--- src/rtl/bdc_pkg.sv ---
package bdc_pkg;
    typedef enum logic [1:0] {
        ST_IDLE  = 2'd0,
        ST_XFER  = 2'd1,
        ST_PIPE  = 2'd2,
        ST_GRANT = 2'd3
    } bus_state_e;
endpackage

--- src/rtl/bdc_cycle_fsm.sv ---
module bdc_cycle_fsm
    import bdc_pkg::*;
(
    input  logic       clk,
    input  logic       rst_n,
    input  logic       start_i,
    input  logic       pipe_i,
    input  logic       final_rdy_i,
    input  logic       hold_i,
    output bus_state_e state_o,
    output logic       start_ok_o,
    output logic       grant_nxt_o,
    output logic       hold_ack_o
);
    bus_state_e state_q, state_d;

    always_ff @(posedge clk or negedge rst_n) begin
        if (!rst_n) state_q <= ST_IDLE;
        else        state_q <= state_d;
    end

    always_comb begin
        state_d = state_q;
        unique case (state_q)
            ST_IDLE: begin
                if (start_i)     state_d = ST_XFER;
                else if (hold_i) state_d = ST_GRANT;
            end
            ST_XFER: begin
                if (final_rdy_i) state_d = ST_IDLE;
                else if (pipe_i) state_d = ST_PIPE;
            end
            ST_PIPE: begin
                if (start_i)          state_d = ST_XFER;
                else if (final_rdy_i) state_d = ST_IDLE;
            end
            ST_GRANT: begin
                if (!hold_i) state_d = ST_IDLE;
            end
        endcase
    end

    always_comb begin
        state_o     = state_q;
        start_ok_o  = start_i && (state_q == ST_IDLE || state_q == ST_PIPE);
        grant_nxt_o = (state_d == ST_GRANT);
        hold_ack_o  = (state_q == ST_GRANT);
    end


    grant_from_idle_chk: assert property (@(posedge clk) disable iff (!rst_n)
        $rose(hold_ack_o) |-> ($past(state_q) == ST_IDLE) && $past(hold_i) && !$past(start_i));


    hold_release_chk: assert property (@(posedge clk) disable iff (!rst_n)
        (hold_ack_o && !hold_i) |=> !hold_ack_o);
endmodule

--- src/rtl/bdc_wr_hold.sv ---
module bdc_wr_hold
    import bdc_pkg::*;
(
    input  logic       clk,
    input  logic       rst_n,
    input  bus_state_e state_i,
    input  logic       start_ok_i,
    input  logic       write_i,
    output logic       wr_o
);
    logic wr_q;

    always_ff @(posedge clk or negedge rst_n) begin
        if (!rst_n)          wr_q <= 1'b0;
        else if (start_ok_i) wr_q <= write_i;
    end

    always_comb wr_o = start_ok_i ? write_i : wr_q;


    wr_held_chk: assert property (@(posedge clk) disable iff (!rst_n)
        (state_i == ST_XFER) |-> $stable(wr_o));


    wr_grant_chk: assert property (@(posedge clk) disable iff (!rst_n)
        (state_i == ST_GRANT && $past(state_i) == ST_GRANT) |-> $stable(wr_o));
endmodule

--- src/rtl/bdc_enable_reg.sv ---
module bdc_enable_reg #(
    parameter int DATA_LANES = 8
) (
    input  logic                  clk,
    input  logic                  rst_n,
    input  logic                  tst_i,
    input  logic                  boff_i,
    input  logic                  ahold_i,
    input  logic                  grant_nxt_i,
    output logic                  en_ctrl_o,
    output logic                  en_addr_hi_o,
    output logic                  en_addr_lo_o,
    output logic                  en_addr_par_o,
    output logic [DATA_LANES-1:0] en_data_o,
    output logic [DATA_LANES-1:0] en_data_par_o,
    output logic                  en_status_o
);
    localparam logic [DATA_LANES-1:0] ALL_ON = '1;

    logic release_bus;
    logic release_addr;

    always_comb begin
        release_bus  = tst_i || boff_i || grant_nxt_i;
        release_addr = release_bus || ahold_i;
    end

    always_ff @(posedge clk or negedge rst_n) begin
        if (!rst_n) begin
            en_ctrl_o     <= 1'b1;
            en_addr_hi_o  <= 1'b1;
            en_addr_lo_o  <= 1'b1;
            en_addr_par_o <= 1'b1;
            en_status_o   <= 1'b1;
        end else begin
            en_ctrl_o     <= !release_bus;
            en_addr_hi_o  <= !release_addr;
            en_addr_lo_o  <= !release_addr;
            en_addr_par_o <= !release_addr;
            en_status_o   <= !tst_i;
        end
    end

    for (genvar g = 0; g < DATA_LANES; g++) begin : g_lane
        always_ff @(posedge clk or negedge rst_n) begin
            if (!rst_n) begin
                en_data_o[g]     <= 1'b1;
                en_data_par_o[g] <= 1'b1;
            end else begin
                en_data_o[g]     <= !release_bus;
                en_data_par_o[g] <= !release_bus;
            end
        end
    end


    backoff_float_chk: assert property (@(posedge clk) disable iff (!rst_n)
        boff_i |=> (!en_ctrl_o && en_data_o == '0 && en_data_par_o == '0));


    ahold_addr_chk: assert property (@(posedge clk) disable iff (!rst_n)
        ahold_i |=> (!en_addr_hi_o && !en_addr_lo_o && !en_addr_par_o));


    test_float_chk: assert property (@(posedge clk) disable iff (!rst_n)
        tst_i |=> (!en_status_o && !en_ctrl_o && !en_addr_hi_o));


    lane_match_chk: assert property (@(posedge clk) disable iff (!rst_n)
        (en_data_o == '0 || en_data_o == ALL_ON) && (en_data_par_o == en_data_o));
endmodule

--- src/rtl/bus_drive_ctrl.sv ---
module bus_drive_ctrl
    import bdc_pkg::*;
#(
    parameter int DATA_LANES = 8
) (
    input  logic                  clk,
    input  logic                  rst_n,
    input  logic                  cyc_start_n,
    input  logic                  cyc_write,
    input  logic                  pipe_adv_n,
    input  logic                  rdy_n,
    input  logic                  last_xfer,
    input  logic                  backoff_n,
    input  logic                  addr_hold,
    input  logic                  hold_req,
    input  logic                  tst_float,
    output logic                  wr_level,
    output logic                  hold_ack,
    output logic                  en_ctrl,
    output logic                  en_addr_hi,
    output logic                  en_addr_lo,
    output logic                  en_addr_par,
    output logic [DATA_LANES-1:0] en_data,
    output logic [DATA_LANES-1:0] en_data_par,
    output logic                  en_status,
    output logic [1:0]            core_det_lvl
);
    bus_state_e state;
    logic       start_ok;
    logic       grant_nxt;

    bdc_cycle_fsm u_fsm (
        .clk         (clk),
        .rst_n       (rst_n),
        .start_i     (!cyc_start_n),
        .pipe_i      (!pipe_adv_n),
        .final_rdy_i (!rdy_n && last_xfer),
        .hold_i      (hold_req),
        .state_o     (state),
        .start_ok_o  (start_ok),
        .grant_nxt_o (grant_nxt),
        .hold_ack_o  (hold_ack)
    );

    bdc_wr_hold u_wr (
        .clk        (clk),
        .rst_n      (rst_n),
        .state_i    (state),
        .start_ok_i (start_ok),
        .write_i    (cyc_write),
        .wr_o       (wr_level)
    );

    bdc_enable_reg #(.DATA_LANES(DATA_LANES)) u_en (
        .clk           (clk),
        .rst_n         (rst_n),
        .tst_i         (tst_float),
        .boff_i        (!backoff_n),
        .ahold_i       (addr_hold),
        .grant_nxt_i   (grant_nxt),
        .en_ctrl_o     (en_ctrl),
        .en_addr_hi_o  (en_addr_hi),
        .en_addr_lo_o  (en_addr_lo),
        .en_addr_par_o (en_addr_par),
        .en_data_o     (en_data),
        .en_data_par_o (en_data_par),
        .en_status_o   (en_status)
    );

    assign core_det_lvl = 2'b00;


    status_driven_chk: assert property (@(posedge clk) disable iff (!rst_n)
        (!tst_float) |=> en_status);


    no_start_in_grant_chk: assert property (@(posedge clk) disable iff (!rst_n)
        (hold_ack && hold_req) |=> hold_ack);
endmodule

--- config.mk ---
export PLATFORM = sky130hd
export DESIGN_NAME = bus_drive_ctrl
export DESIGN_NICKNAME = d
export VERILOG_FILES = /design/src/rtl/bdc_pkg.sv /design/src/rtl/bdc_cycle_fsm.sv /design/src/rtl/bdc_wr_hold.sv /design/src/rtl/bdc_enable_reg.sv /design/src/rtl/bus_drive_ctrl.sv
export SDC_FILE = /design/constraint.sdc
export NUM_CORES = 1
export LEC_CHECK = 0
export BUFFER_PORTS_ARGS = -buffer_cell sky130_fd_sc_hd__clkbuf_2
export CORE_MARGIN = 2
export CORE_UTILIZATION = 33
export DETAILED_ROUTE_END_ITERATION = 7
export GPL_ROUTABILITY_DRIVEN = 0
export PLACE_DENSITY = 0.72
export SLEW_MARGIN = 25
export SYNTH_ARGS = -nofsm -noshare
export SYNTH_HDL_FRONTEND = slang
export SYNTH_SLANG_ARGS = --single-unit
--- constraint.sdc ---
create_clock -name clk -period 1 [get_ports clk]
set_input_delay 0 -clock clk [delete_from_list [all_inputs] [get_ports clk]]
set_output_delay 0 -clock clk [all_outputs]
set_load 0.1 [all_outputs]
==> impl_metrics.csv, run 1 <==
group,metric,value,unit
outcome,outcome,"complete, but fails checks",
outcome,violations,"negative setup slack",
grt,grt_pass1_wl,1.77,mm
timing,fin_crit_sh,130,%
synth,synth-edff-count,0,
timing,hold_viol_final,0,
finish,drive_gt1_share,73.1,%
route,drt_pass1_iterations,4,
timing,rsz0062_at_grt,"yes",
worst_setup_path,crit_path_start_kind,"flop",
floorplanning,start_util,35.0,%
synth,synth_top_area_share,33.4,%
timing,setup_viol,26,
power_and_ir_drop,power_density,2780,mW/mm^2
timing,period_minus_slack,1.30,ns
synth,synthCells,45,
clocking,cts.htree.levels,1,
power_and_ir_drop,p_leak,0.485,nW
route,ant_nets,0,
synth,async_flop_share,100,%
clocking,clock_latency,0.26,ns
synth,syn-cell-area,449,um^2
clocking,cts_buffers,3,
finish,syn_to_final_growth,136,%
clocking,clock-root-buffer,"clkbuf_4",
synth,yosys-top-cells-area,"buf_4 (33%), dfstp_2 (18%), dfrtp_1 (17%)",
synth,ys_types,18,
worst_setup_path,r2r_setup_slack,-0.20,ns
timing,layout_setup_ws,-0.300,ns
clocking,cts_sinks,6,
route,vias_per_cell,4.47,
finish,antenna_cells,0,
synth,yosysWarnings,0,
route,vias,416,
synth,ys_seq_area_share,34.3,%
floorplanning,die_h,40.9,um
floorplanning,core.rowCount,13,
floorplanning,core_area,0.00128,mm^2
floorplanning,io_pins,36,
grt,grt.total_usage,17.3,%
clocking,cts_tree,"done",
timing,skew,0.000116,ns
timing,timing.fmax,0.769,GHz
worst_setup_path,critPathKind,"reg -> out",
floorplanning,die-area,0.00167,mm^2
finish,final_area,0.00106,mm^2
clocking,clk_pin_slew_worst_paths,0.05,ns
power_and_ir_drop,max-vdd-ir-drop,1.70,mV
grt,antenna_found_initial,0,
synth,yosysMostFrequentCell,"buf_4",
synth,syn_avg_cell_area,9.98,um^2
place,port-buffer-count,33,
finish,fin_nets,90,
worst_setup_path,rr_startpoint,"u_fsm.state_o[0]",
run,cap_violations,0,
place,dpl.hpwl,836,um
grt,grt_max_degree,13,
clocking,cts_buffer_depth,2,
route,drc,0,
min_path,min-delay-start,"cyc_write",
worst_setup_path,critPathLaunch,"u_fsm.state_o[0]",
timing,whs,0.0133,ns
grt,gr-total-overflow,0,
worst_setup_path,arrival,1.30,ns
synth,ys_seq_elements,6,
worst_setup_path,cp_max_fo,2,
synth,yosys-top-cells-count,"buf_4 (20), dfrtp_1 (3), dfstp_2 (3)",
worst_setup_path,worst_setup_path_end_kind,"output port",
route,drtIter0Drc,10,
grt,grt_pass1_vias,411,
timing,maxSlewViolCount,0,
route,wirelength,1.29,mm
min_path,hp-class,"in -> reg",
floorplanning,fp.dieW,40.9,um
route,routedWlPerCell,13.9,um
synth,ys_dominant_reg_cell,"dfstp_2",
power_and_ir_drop,power,2.94,mW
place,placed_area,893,um^2
worst_setup_path,cp_data_required_time,1.00,ns
synth,synth_top_area_cell,"buf_4",
layout by cell type (no fill, tap or decap):
cell / n
buf_16: 1
dfstp_4: 2
buf_4: 5
o22ai_1: 1
nor3b_2: 1
a21o_1: 1
buf_12: 23
nand2b_1: 2
nor2_1: 1
clkbuf_4: 3
and2_4: 1
o21a_4: 1
mux2_4: 1
clkbuf_2: 10
dfrtp_1: 2
buf_6: 2
clkbuf_1: 1
dfrtp_2: 1
nand2_1: 2
conb_1: 2
nor3b_1: 1
dfstp_2: 1
inv_1: 2
dlygate4sd3_1: 5
nor2_4: 1
nor4b_4: 1
clkbuf_16: 1
o21ai_2: 1
a41oi_1: 1
buf_8: 1
layer usage:
| metal | part of all wire, % | vias up | track usage [%] |
|---|---|---|---|
| met5 | 0 | - | 0 |
| met4 | 2.2 | 0 | 10.8 |
| met3 | 7.5 | 4 | 5.43 |
| met2 | 60 | 27 | 30.9 |
| met1 | 31 | 197 | 17.0 |
| li1 | - | 188 | - |
through the flow:
| step | std cells | util, % | worst slack [ns] | setup TNS [ns] |
|---|---|---|---|---|
| floorplan | 46 | - | -0.214 | -3.99 |
| global placement | 79 | 69.5 | -0.102 | -0.346 |
| detailed placement | 79 | 69.5 | -0.127 | -0.506 |
| CTS | 91 | 79.1 | -0.278 | -5.87 |
| global route | 93 | 82.5 | -0.322 | -6.35 |
| finish | 93 | 82.5 | -0.300 | -5.71 |
critical path, cell delays in order, from the launching register on:
cell	delay (ns)
dfrtp_2	0.43
nor2_4	0.11
mux2_4	0.33
buf_12	0.17
final timing paths:
path                                      to  cells past startpoint
setup / recovery                    wr_level                      3
hold / removal                     u_wr.wr_q                      2
setup reg to reg           u_en.en_addr_hi_o                      4
hold reg to reg                    u_wr.wr_q                      1
max in group asynchronous   u_en.en_status_o                      2
min in group asynchronous   u_fsm.state_o[1]                      2
sequential cells by signal (all words and copies together), names as in the netlist:
signal and count:
u_fsm.state_o 2, u_en.en_addr_hi_o 1, u_en.en_ctrl_o 1, u_en.en_status_o 1
u_wr.wr_q 1
cell type report:
class | instances | area [um^2]
clock buffers | 4 | 26.3
fillers | 64 | 225
inverters | 2 | 7.51
multi-input cells | 18 | 156
flip-flops and latches | 6 | 163
well taps | 15 | 18.8
repair buffers | 48 | 688
power breakdown:
| part | switching [mW] | leakage, nW | internal [mW] |
|---|---|---|---|
| Sequential | 0.0772 | 0.0680 | 0.330 |
| Combinational | 1.37 | 0.402 | 0.903 |
| Clock | 0.110 | 0.0150 | 0.153 |
| Total | 1.56 | 0.485 | 1.39 |
what timing repair did:
item / 4_1_cts / 5_1_grt
gates resized for setup: 7 / 2
buffers inserted: 3 / 1
hold buffers: 5 / 0
endpoints found under the hold margin: 10 / 0
cloned: 0 / 1
setup endpoints to repair: 27 / 27
pin swaps: 2 / 0
cell families (layout without fill, tap and decap cells):
logic type             Yosys count  after routing  synth area share (%)
AO/OA/AOI/OAI                    5              5                  9.47
flip-flops                       6              6                  34.3
AND/OR/NAND/NOR                 10             10                  17.8
other                            1              2                 0.835
buffers and inverters           22             54                  35.1
multiplexers                     1              1                  2.51
(Power assumes the default switching activity.)
==> run 2: changes to the inputs <==
--- a/config.mk
+++ b/config.mk
@@ -7,10 +7,10 @@
 export LEC_CHECK = 0
 export BUFFER_PORTS_ARGS = -buffer_cell sky130_fd_sc_hd__clkbuf_2
 export CORE_MARGIN = 2
-export CORE_UTILIZATION = 33
+export CORE_UTILIZATION = 30
 export DETAILED_ROUTE_END_ITERATION = 7
 export GPL_ROUTABILITY_DRIVEN = 0
-export PLACE_DENSITY = 0.72
+export PLACE_DENSITY = 0.67
 export SLEW_MARGIN = 25
 export SYNTH_ARGS = -nofsm -noshare
 export SYNTH_HDL_FRONTEND = slang
==> impl_metrics.csv, run 2 (synthesis gave the netlist of run 1 again) <==
group,metric,value,unit
clocking,cts.htree.levels,1,
grt,grt.total_usage,15.0,%
worst_setup_path,crit_path_start_kind,"flop",
timing,fin_crit_sh,127,%
worst_setup_path,timing.rr.end,"u_en.en_addr_hi_o",
clocking,cts_tree,"done",
grt,gr-total-overflow,0,
grt,grt_pass1_wl,1.97,mm
finish,syn_to_final_growth,133,%
route,routedWlPerCell,14.0,um
finish,antenna_cells,0,
clocking,cts_buffer_depth,2,
min_path,hp-class,"in -> reg",
place,dp_slack,-0.131,ns
outcome,outcome,"complete, but fails checks",
clocking,cts_sinks,6,
timing,tns,-5.72,ns
power_and_ir_drop,p_leak,0.484,nW
finish,drive_gt1_share,73.4,%
finish,layout.cells.non_filler,94,
finish,fin_nets,91,
place,placed_area,906,um^2
place,place_inst,79,
floorplanning,die-area,0.00182,mm^2
place,dpl.hpwl,832,um
grt,grt_max_degree,9,
clocking,clock_latency,0.25,ns
worst_setup_path,cp_max_fo,2,
power_and_ir_drop,swShare,52.9,%
worst_setup_path,worstRegToRegCells,4,
clocking,clk_pin_slew_worst_paths,0.05,ns
timing,rsz0062_at_grt,"yes",
worst_setup_path,worst_setup_path_end_kind,"output port",
power_and_ir_drop,pwr-share-clk,8.4,%
power_and_ir_drop,power.internal,1.38,mW
clocking,clock-root-buffer,"clkbuf_4",
worst_setup_path,critPathLaunch,"u_fsm.state_o[0]",
floorplanning,fp.dieW,42.7,um
floorplanning,core_area,0.00135,mm^2
finish,largest_reg_flops,2,
run,cap_violations,0,
timing,hold_viol_final,0,
worst_setup_path,endpoint,"wr_level",
floorplanning,start_util,33.3,%
route,vias,435,
clocking,cts_buffers,3,
finish,mostFrequentLayoutCells,"buf_12 (25), clkbuf_2 (10), buf_4 (7), dlygate4sd3_1 (5)",
route,drtIter0Drc,6,
floorplanning,io_pins,36,
power_and_ir_drop,combPwrFrac,78.3,%
timing,maxSlewViolCount,0,
timing,setup_viol,27,
power_and_ir_drop,p_seq_share,13.3,%
power_and_ir_drop,power,2.93,mW
route,ant_nets,0,
route,drt_pass1_iterations,2,
finish,fillCellCount,71,
outcome,violations,"negative setup slack",
route,vias_per_cell,4.63,
floorplanning,core.rowCount,13,
min_path,min-delay-start,"last_xfer",
timing,layout_setup_ws,-0.271,ns
timing,period_minus_slack,1.27,ns
worst_setup_path,critPathKind,"reg -> out",
grt,antenna_found_initial,0,
power_and_ir_drop,power.switching,1.55,mW
power_and_ir_drop,power_density,2800,mW/mm^2
worst_setup_path,rr_startpoint,"u_fsm.state_o[0]",
timing,skew,0.0137,ns
power_and_ir_drop,max-vdd-ir-drop,2.16,mV
timing,timing.fmax,0.787,GHz
worst_setup_path,cp_data_required_time,1.00,ns
worst_setup_path,r2r_setup_slack,-0.22,ns
route,drc,0,
min_path,min_path_cells,3,
floorplanning,die_h,42.7,um
finish,layout_commonest_cell,"buf_12",
grt,grt_pass1_vias,461,
route,wirelength,1.32,mm
place,port-buffer-count,33,
finish,final_area,0.00105,mm^2
worst_setup_path,arrival,1.27,ns
-- run 2: cell count changes in the layout (fill, tap and decap cells not counted), sizes merged --
cell    delta
buf        +2
clkbuf     -1
-- run 2: metrics by stage --
stage	util, %	hold slack [ns]
floorplan	-	-0.296
finish	77.5	0.0503
CTS	76.6	0.0393
global placement	67.1	-0.171
global route	77.5	0.0885
detailed placement	67.1	-0.166
-- run 2: timing repair --
| item | CTS | global route |
|---|---|---|
| pin swaps | 2 | 0 |
| endpoints found under the hold margin | 10 | 0 |
| hold buffers | 5 | 0 |
| buffers inserted | 5 | 2 |
| endpoints found under the setup margin | 27 | 27 |
| resized for setup | 4 | 2 |
-- run 2: layer usage --
layer | share of wire [%] | up-vias | GRT usage (%)
met5 | 0 | - | 0
met4 | 5.6 | 0 | 10.0
met3 | 11 | 9 | 5.53
met2 | 53 | 36 | 29.1
met1 | 30 | 197 | 12.0
li1 | - | 193 | -
-- run 2: power by group through the flow --
stage | combinational (mW) | sequential, mW | clock [mW]
finish | 2.29 | 0.391 | 0.246
global route | 2.37 | 0.398 | 0.262
CTS | 2.23 | 0.385 | 0.249
detailed placement | 2.04 | 0.406 | 0
global placement | 2.02 | 0.399 | 0
floorplan | 1.32 | 0.481 | 0
-- run 2: cell type report --
class / count / area (um^2) / share of cell area (%)
tap: 15 / 18.8 / 1.79
sequential: 6 / 161 / 15.4
clock buffer: 4 / 26.3 / 2.51
multi-input combinational: 18 / 156 / 15.0
inverter: 2 / 7.51 / 0.718
timing repair buffer: 49 / 676 / 64.6
-- run 2: how the worst min path moves through the flow --
| stage | to | slack (ns) |
|---|---|---|
| final | u_fsm.state_o[1] | 0.05 |
| after CTS | u_fsm.state_o[0] | 0.04 |
| after detailed placement | u_fsm.state_o[1] | -0.17 |
| after floorplan | u_fsm.state_o[0] | -0.30 |
| after global routing | u_fsm.state_o[1] | 0.09 |
| after global placement | u_wr.wr_q | -0.17 |
-- run 2: worst max-delay path, stage by stage, from the launching register on --
cell and delay, ns:
dfrtp_1 0.38, nor2_2 0.13, mux2_4 0.34, buf_12 0.17
